File: src/rtl/tsc_pkg.sv
package tsc_pkg;
    typedef enum logic [2:0] {
        SM_FREE    = 3'd0,
        SM_QA      = 3'd1,
        SM_QB      = 3'd2,
        SM_QAB     = 3'd3,
        SM_RESTART = 3'd4,
        SM_GATE    = 3'd5,
        SM_START   = 3'd6,
        SM_EXTCLK  = 3'd7
    } smode_e;

    typedef enum logic [1:0] {
        TS_EXT  = 2'd0,
        TS_CH0  = 2'd1,
        TS_CH1  = 2'd2,
        TS_NONE = 2'd3
    } tsrc_e;
endpackage

File: src/rtl/tsc_insync.sv
module tsc_insync #(
    parameter int W = 3
) (
    input  logic         clk,
    input  logic         rst_n,
    input  logic [W-1:0] din,
    output logic [W-1:0] lvl,
    output logic [W-1:0] tog
);
    for (genvar i = 0; i < W; i++) begin : g_bit
        logic cur_q, prev_q;
        always_ff @(posedge clk or negedge rst_n) begin
            if (!rst_n) begin
                cur_q  <= 1'b0;
                prev_q <= 1'b0;
            end else begin
                cur_q  <= din[i];
                prev_q <= cur_q;
            end
        end
        assign lvl[i] = cur_q;
        assign tog[i] = cur_q ^ prev_q;
    end
endmodule

File: src/rtl/tsc_quad.sv
module tsc_quad
    import tsc_pkg::*;
(
    input  smode_e mode,
    input  logic   a_lvl,
    input  logic   b_lvl,
    input  logic   a_tog,
    input  logic   b_tog,
    output logic   step,
    output logic   down
);
    logic a_down, b_down;

    // ch0 leading ch1 counts up
    assign a_down = ~(a_lvl ^ b_lvl);
    assign b_down = a_lvl ^ b_lvl;

    always_comb begin
        step = 1'b0;
        down = 1'b0;
        unique case (mode)
            SM_QA: begin
                step = a_tog;
                down = a_down;
            end
            SM_QB: begin
                step = b_tog;
                down = b_down;
            end
            SM_QAB: begin
                step = a_tog ^ b_tog;
                down = a_tog ? a_down : b_down;
            end
            default: begin
                step = 1'b0;
                down = 1'b0;
            end
        endcase
    end
endmodule

File: src/rtl/slave_timer.sv
module slave_timer
    import tsc_pkg::*;
#(
    parameter int CNT_W = 16
) (
    input  logic             clk,
    input  logic             rst_n,
    input  logic             cnt_en,
    input  logic [2:0]       mode,
    input  logic [1:0]       trig_sel,
    input  logic             dir_cfg,
    input  logic [CNT_W-1:0] arr,
    input  logic             ch0_in,
    input  logic             ch1_in,
    input  logic             trig_in,
    output logic [CNT_W-1:0] cnt_o,
    output logic             dir_o,
    output logic             upd_o
);
    localparam int NSRC   = 3;
    localparam int IX_CH0 = 0;
    localparam int IX_CH1 = 1;
    localparam int IX_TRG = 2;
    localparam logic [CNT_W-1:0] ONE = CNT_W'(1);

    typedef struct packed {
        logic [CNT_W-1:0] cnt;
        logic             dir;
        logic             upd;
        logic             run;
        tsrc_e            sel;
    } state_t;

    state_t st_d, st_q;
    smode_e mode_e;
    logic [NSRC-1:0] s_lvl, s_tog;
    logic trg_lvl, trg_tog, trg_rise;
    logic q_step, q_down;
    logic en, step, down, is_quad;

    assign mode_e = smode_e'(mode);

    tsc_insync #(.W(NSRC)) u_sync (
        .clk  (clk),
        .rst_n(rst_n),
        .din  ({trig_in, ch1_in, ch0_in}),
        .lvl  (s_lvl),
        .tog  (s_tog)
    );

    tsc_quad u_quad (
        .mode (mode_e),
        .a_lvl(s_lvl[IX_CH0]),
        .b_lvl(s_lvl[IX_CH1]),
        .a_tog(s_tog[IX_CH0]),
        .b_tog(s_tog[IX_CH1]),
        .step (q_step),
        .down (q_down)
    );

    always_comb begin
        unique case (st_q.sel)
            TS_EXT: begin trg_lvl = s_lvl[IX_TRG]; trg_tog = s_tog[IX_TRG]; end
            TS_CH0: begin trg_lvl = s_lvl[IX_CH0]; trg_tog = s_tog[IX_CH0]; end
            TS_CH1: begin trg_lvl = s_lvl[IX_CH1]; trg_tog = s_tog[IX_CH1]; end
            default: begin trg_lvl = 1'b0; trg_tog = 1'b0; end
        endcase
        trg_rise = trg_lvl & trg_tog;
    end

    always_comb begin
        st_d     = st_q;
        st_d.upd = 1'b0;
        is_quad  = (mode_e == SM_QA) || (mode_e == SM_QB) || (mode_e == SM_QAB);

        if (mode_e == SM_FREE) st_d.sel = tsrc_e'(trig_sel);

        if (mode_e != SM_START) st_d.run = 1'b0;
        else if (trg_rise)      st_d.run = 1'b1;

        en   = cnt_en | ((mode_e == SM_START) & (st_q.run | trg_rise));
        down = dir_cfg;
        unique case (mode_e)
            SM_GATE:   step = en & trg_lvl;
            SM_EXTCLK: step = en & trg_rise;
            SM_QA, SM_QB, SM_QAB: begin
                step = en & q_step;
                down = q_down;
            end
            default:   step = en;
        endcase

        if (!is_quad) st_d.dir = dir_cfg;

        if ((mode_e == SM_RESTART) && trg_rise) begin
            st_d.cnt = dir_cfg ? arr : '0;
            st_d.upd = 1'b1;
        end else if (step) begin
            st_d.dir = down;
            if (!down) begin
                if (st_q.cnt >= arr) begin
                    st_d.cnt = '0;
                    st_d.upd = 1'b1;
                end else begin
                    st_d.cnt = st_q.cnt + ONE;
                end
            end else begin
                if (st_q.cnt == '0) begin
                    st_d.cnt = arr;
                    st_d.upd = 1'b1;
                end else begin
                    st_d.cnt = st_q.cnt - ONE;
                end
            end
        end
    end

    always_ff @(posedge clk or negedge rst_n) begin
        if (!rst_n) begin
            st_q <= '{cnt: '0, dir: 1'b0, upd: 1'b0, run: 1'b0, sel: TS_EXT};
        end else begin
            st_q <= st_d;
        end
    end

    assign cnt_o = st_q.cnt;
    assign dir_o = st_q.dir;
    assign upd_o = st_q.upd;

    // free mode with enable low keeps the count
    p_hold_disabled_r2: assert property (@(posedge clk) disable iff (!rst_n)
        (mode == 3'd0 && !cnt_en) |=> $stable(cnt_o));

    // without an update event the count moves by at most one
    p_single_step_r12: assert property (@(posedge clk) disable iff (!rst_n)
        !upd_o |-> ((cnt_o == $past(cnt_o)) || (cnt_o == $past(cnt_o) + ONE)
                    || (cnt_o == $past(cnt_o) - ONE)));

    // an update event leaves the count at 0 or at the reload value
    p_upd_target_r3: assert property (@(posedge clk) disable iff (!rst_n)
        upd_o |-> ((cnt_o == '0) || (cnt_o == $past(arr))));

    // gated mode with a low trigger keeps the count
    p_gate_low_r8: assert property (@(posedge clk) disable iff (!rst_n)
        (mode == 3'd5 && !trg_lvl) |=> $stable(cnt_o));

    // trigger selection frozen outside free mode
    p_sel_frozen_r11: assert property (@(posedge clk) disable iff (!rst_n)
        (mode != 3'd0) |=> $stable(st_q.sel));
endmodule

File: config.mk
export PLATFORM = sky130hd
export DESIGN_NAME = slave_timer
export DESIGN_NICKNAME = d
export VERILOG_FILES = /design/src/rtl/tsc_pkg.sv /design/src/rtl/tsc_insync.sv /design/src/rtl/tsc_quad.sv /design/src/rtl/slave_timer.sv
export SDC_FILE = /design/constraint.sdc
export NUM_CORES = 1
export LEC_CHECK = 0
export BUFFER_PORTS_ARGS = -buffer_cell sky130_fd_sc_hd__buf_2
export CORE_MARGIN = 1
export CORE_UTILIZATION = 57
export CTS_CLUSTER_DIAMETER = 150
export CTS_CLUSTER_SIZE = 28
export DETAILED_ROUTE_END_ITERATION = 7
export HOLD_SLACK_MARGIN = 0.02
export PLACE_DENSITY_LB_ADDON = 0.25
export SLEW_MARGIN = 20
export SYNTH_ARGS = -nofsm -noshare
export SYNTH_HDL_FRONTEND = slang
export SYNTH_SLANG_ARGS = --single-unit
File: constraint.sdc
create_clock -name clk -period 3 [get_ports clk]
set_input_delay 0.6 -clock clk [delete_from_list [all_inputs] [get_ports clk]]
set_output_delay 0.6 -clock clk [all_outputs]
set_load 0.05 [all_outputs]
---- Word-level counts from Yosys, hierarchy flattened ----
Cells that the tools add are included.
storage, ports and cells
  bits in registers ....................... 27
  bits in latches ......................... 0
  RAM bits ................................ 0
  bits in read-only memories .............. 0
  input bits .............................. 28
  logic and storage cells ................. 67
  memories kept ........................... 0
operators by class
  $add $sub $neg .......................... 2
  multiply operators ...................... 0
  div/mod/pow operators ................... 0
  order comparisons ....................... 1
  equal/unequal tests ..................... 10
  shift-type cells ........................ 0
  muxes and demuxes ....................... 21
  bitwise operators ....................... 13
  reductions and logical operators ........ 9
operators by type and width
  cell                     number
  $mux W16                 5
  $mux W18                 1
  $add A16 B1 Y16 const B  1
  $ge A16 B16 Y1           1
  $logic_not A16 Y1        1
  $sub A16 B1 Y16 const B  1
  $pmux W1 S3              5
  $eq A3 B3 Y1 const B     4
  $mux W1                  10
  $eq A3 B2 Y1 const B     2
  $and A1 B1 Y1            5
  $xor A1 B1 Y1            5
  $reduce_bool A2 Y1       2
  $eq A3 B1 Y1 const B     1
  $logic_not A3 Y1         1
  $ne A3 B3 Y1 const B     1
  $reduce_or A3 Y1         1
  $eq A2 B1 Y1 const B     1
  $eq A2 B2 Y1 const B     1
  $logic_not A2 Y1         1
  $logic_or A1 B1 Y1       2
  $or A1 B1 Y1             2
  $logic_and A1 B1 Y1      1
  $not A1 Y1               1

---- Longest topological paths before layout ----
  depth after elaboration ................. 10
  depth in mapped cells ................... 10
  depth with buffers taken out ............ 9

---- By module ----
A second synthesis with hierarchy kept.
unflattened totals
  cells, all modules ...................... 343
  area total of the unflattened synthesis .. 2725.1 sq um
by module, submodules not included
  module       instances  cells each  area each (sq um)
  slave_timer  1          322         2472.4
  tsc_insync   1          12          198.9
  tsc_quad     1          9           53.8

---- Least setup slack after synthesis ----
No wires, ideal clock.
  path type ............................... input-to-reg
  start point ............................. in mode[2]
  end point ............................... reg st_q, in the netlist cnt_o[15]
  data arrival time ....................... 2.142 ns
  setup slack ............................. 0.732 ns
  cell stages on the path ................. 8
  cells stage by stage .................... buf_2 or3b_1 o32ai_1 a211oi_1 a211o_1 o21a_2 and2_4 a221o_1
between the ends
  word-level cells in the longest chain between the ends .. 6
ends and longest elaborated chain
  element                                                RTL line                              RTL
  from (decl)                                            slave_timer.sv:9                      input logic [2:0] mode,
  $eq A3 B2 Y1, or another cell as far along             tsc_quad.sv:21, slave_timer.sv:83
  $pmux W1 S3, or another cell as far along              tsc_quad.sv:21                        unique case (mode)
  $mux W1 / $or A1 B1 Y1 (equally long branches)         slave_timer.sv:83, slave_timer.sv:81
  $mux W16, or another cell as far along                 slave_timer.sv:100                    if (!down) begin
  $mux W18 / $pmux W1 S3 (equally long branches)         slave_timer.sv:98, slave_timer.sv:83
  $mux W16 / $reduce_bool A2 Y1 (equally long branches)  --
  to (signal assigned)                                   slave_timer.sv:120                    st_q <= '{cnt: '0, dir: 1'b0, upd: 1'b0, run: 1'b0, sel: TS_EXT};
  to (signal assigned)                                   slave_timer.sv:122                    st_q <= st_d;
  to (decl)                                              slave_timer.sv:34                     state_t st_d, st_q;
Parallel ways exist; a longest one is shown, timed or not. The select of a mux whose other input is x is not followed.
A chain may end at the register's enable or synchronous reset.

---- Worst setup path after layout ----
  start point ............................. reg st_q, in the netlist cnt_o[14]
  end point ............................... reg st_q, in the netlist cnt_o[3]
between the ends
  word-level cells in the longest chain between the ends .. 5
ends and longest elaborated chain
  element                                                     RTL line                                RTL
  $ge A16 B16 Y1 / $logic_not A16 Y1 (equally long branches)  slave_timer.sv:101, slave_timer.sv:108
  $mux W16, on equally long branches                          slave_timer.sv:101, slave_timer.sv:108
  $mux W16 *                                                  slave_timer.sv:100
  $mux W18 *                                                  slave_timer.sv:98                       end else if (step) begin
  $mux W16 *                                                  slave_timer.sv:95                       if ((mode_e == SM_RESTART) && trg_rise) begin
Every way passes the cells marked *; elsewhere a longest branch is shown, timed or not. The select of a mux whose other input is x is not followed.

==> results.cfg <==
[clocking]
clkSlewWorstSetupHoldPaths_ps = 100
clk_path_buf_depth = 2
post_cts_buffers = 0
cts_made_buffers = 3
root_buffer = clkbuf_8
clk_latency_ps = 280
cts-resized-gates = 0
cts_tree = yes
htreeDepth = 1
clock-sinks = 27
hold_buffers = 0

[grt]
grt_max_degree = 28
grt_pass1_vias = 2385
grt_pass1_wl_um = 11600
grt_overflow_total = 0
antenna_found_initial = 0
grt_usage_pct = 28.7

[place]
portBuffers = 45
place_congestion = 0.865
dp_hpwl_um = 5020
post_dp_cell_area_sq_um = 2870

[power_and_ir_drop]
sequentialPowerShare_pct = 29.7
ir_worst_vdd_mv = 0.522
internal_power_mw = 1.16
p_per_area_nw_per_um2 = 894
power.share.clock_pct = 8.6
swShare_pct = 55.6
power.leakage_nw = 1.33
p_sw_mw = 1.45
power.total_mw = 2.61
pwr-share-comb_pct = 61.6

[cells_and_area]
utilization_pct = 64.8
fin_nets = 399
drive_gt1_share_pct = 21.4
fin_area_sq_um = 2920
nFillCells = 406
antenna_cells = 0
area_growth_pct = 6.04

[drt]
drt_iter0_markers = 220
first_pass_iters = 5
via_per_inst = 6.48
ant_nets = 0
wire_per_inst_um = 17.6
wl_um = 7080
drc_errors = 0
vias = 2610

[logic_synthesis]
synth_warnings = 0
syn_inst = 331
yosysSeqAreaShare_pct = 24.5
synth_nets = 378
netlist_area_sq_um = 2750
synthArstFlopShare_pct = 100
ys.flop_type = dfrtp_1
synth_edf_count = 0
ys_top_cells_by_area = dfrtp_1 (25%), ha_1 (8.6%), xnor2_1 (5.4%)
synth.largest_area_cell = dfrtp_1
synth_common_cells = dfrtp_1 (27), nor2_1 (27), ha_1 (19)
synth_cell_types = 62
syn_avg_cell_area_sq_um = 8.32
yosys.area.top_type_share_pct = 24.5
ys_ff_latch = 27

[sta]
finClkSkew_ps = 2.48
max_freq_mhz = 399
rsz0062_at_grt = false
fin_tns_setup_ps = 0
setup_violations = 0
hold_slack_ps = 329
slew_violations = 0
tightest_slew_ps = 836
fin_crit_ps = 2510
fin_crit_sh_pct = 83.5
max_slew_margin_pct = 44.3
final-hold-violation-count = 0

[critical_path]
path_class = reg -> reg
r2r_cells = 8
cp_max_fo = 9
worstPathRequired_ps = 3170
regToRegSetupSlack_ps = 490
critical_path_arrival_ps = 2670
crit_path_end_kind = flip-flop
r2r_end = cnt_o[3]
r2r-start = cnt_o[14]
cp-start-kind = flip-flop

[flow_run]
maxCapViolCount = 0

[floorplan]
core_area_sq_um = 4500
die_x_um = 71.5
pin_count = 46
start_util_pct = 61.1
dieArea_sq_um = 5110
fp.dieH_um = 71.5
rows = 24

[status]
status = completed

[worst_hold_path]
hp-class = in -> async
-- cells in the final DEF, fill, tap and decap left out, types with 2 or more instances in the layout --
| cell | count |
|---|---|
| nor2_1 | 27 |
| nor2b_1 | 3 |
| or3_1 | 3 |
| a22oi_1 | 6 |
| nor4_1 | 3 |
| a211oi_1 | 9 |
| a21oi_1 | 13 |
| mux2_2 | 2 |
| nor3_1 | 6 |
| a31oi_1 | 2 |
| o31ai_1 | 2 |
| a32oi_1 | 9 |
| a211o_1 | 2 |
| buf_4 | 8 |
| a311oi_1 | 5 |
| nand3_1 | 13 |
| buf_2 | 45 |
| nand2_1 | 18 |
| ha_1 | 19 |
| a2bb2oi_1 | 2 |
| o21ai_0 | 13 |
| xor2_1 | 12 |
| o21ai_1 | 11 |
| clkbuf_8 | 3 |
| and3_1 | 9 |
| xnor2_1 | 17 |
| dfrtp_1 | 27 |
| nand4_1 | 5 |
| mux2i_1 | 6 |
| or2_2 | 2 |
| o21a_1 | 2 |
| inv_1 | 18 |
-- routing by layer --
layer	share of wire (%)	global-route usage [%]
met1	45	39.7
met2	46	46.5
met3	7.3	3.94
met4	1.6	10.0
met5	0	0
-- cells by family (layout without fill, tap and decap cells) --
group / after synthesis / after routing / synth area share [%]
XOR/XNOR: 30 / 30 / 9.81
AO/OA/AOI/OAI: 89 / 89 / 22.8
buffers and inverters: 55 / 75 / 10.9
AND/OR/NAND/NOR: 103 / 103 / 20.4
multiplexers: 8 / 8 / 3.00
flip-flops: 27 / 27 / 24.5
adder cells (fa/ha/maj): 19 / 19 / 8.63
-- per-stage QoR --
| stage | setup slack, ps | cells |
|---|---|---|
| 2_1_floorplan | 732 | 331 |
| 3_3_place_gp | 402 | 399 |
| 3_5_place_dp | 382 | 399 |
| 4_1_cts | 532 | 403 |
| 5_1_grt | 319 | 403 |
| 6_report | 494 | 403 |
-- critical path: stages (launching register included) --
cell and delay (ps):
dfrtp_1 530, ha_1 400, nand4_1 130, or2_2 340, nor3_1 330, nor2_1 90, buf_4 180, a311oi_1 260
o21ai_0 120
-- power groups by stage --
| stage | Clock [mW] | Sequential (mW) | Combinational (mW) |
|---|---|---|---|
| 6_report | 0.226 | 0.776 | 1.61 |
| 5_1_grt | 0.238 | 0.799 | 1.74 |
| 4_1_cts | 0.226 | 0.766 | 1.59 |
| 3_5_place_dp | 0 | 0.773 | 1.58 |
| 3_3_place_gp | 0 | 0.768 | 1.55 |
| 2_1_floorplan | 0 | 0.622 | 1.53 |
-- how the worst max path moves through the flow --
stage                          from        end  slack, ps  depth (start not counted)
after detailed placement    arr[14]  cnt_o[15]        380                          9
final                     cnt_o[14]   cnt_o[3]        490                          8
after global routing       cnt_o[2]   cnt_o[3]        320                          9
after floorplan             mode[2]  cnt_o[15]        730                          8
after global placement      arr[14]  cnt_o[15]        400                          9
after CTS                 cnt_o[14]  cnt_o[15]        530                          7
-- final cells by class --
cell class                 instances  area [sq um]  area share [%]
multi-input combinational        249          1780            60.9
tap                               52          65.1            2.23
timing repair buffer              53           285            9.77
sequential                        27           676            23.1
inverter                          18          67.6            2.31
clock buffer                       3          41.3            1.41
clock inverter                     1          7.51           0.257
-- sequential cells by signal, indices dropped and copies added (netlist names) --
signal               cells
cnt_o                   16
dir_o                    1
st_q                     3
u_sync.g_bit.cur_q       3
upd_o                    1
u_sync.g_bit.prev_q      3
Power figures use the tool's default switching activity.
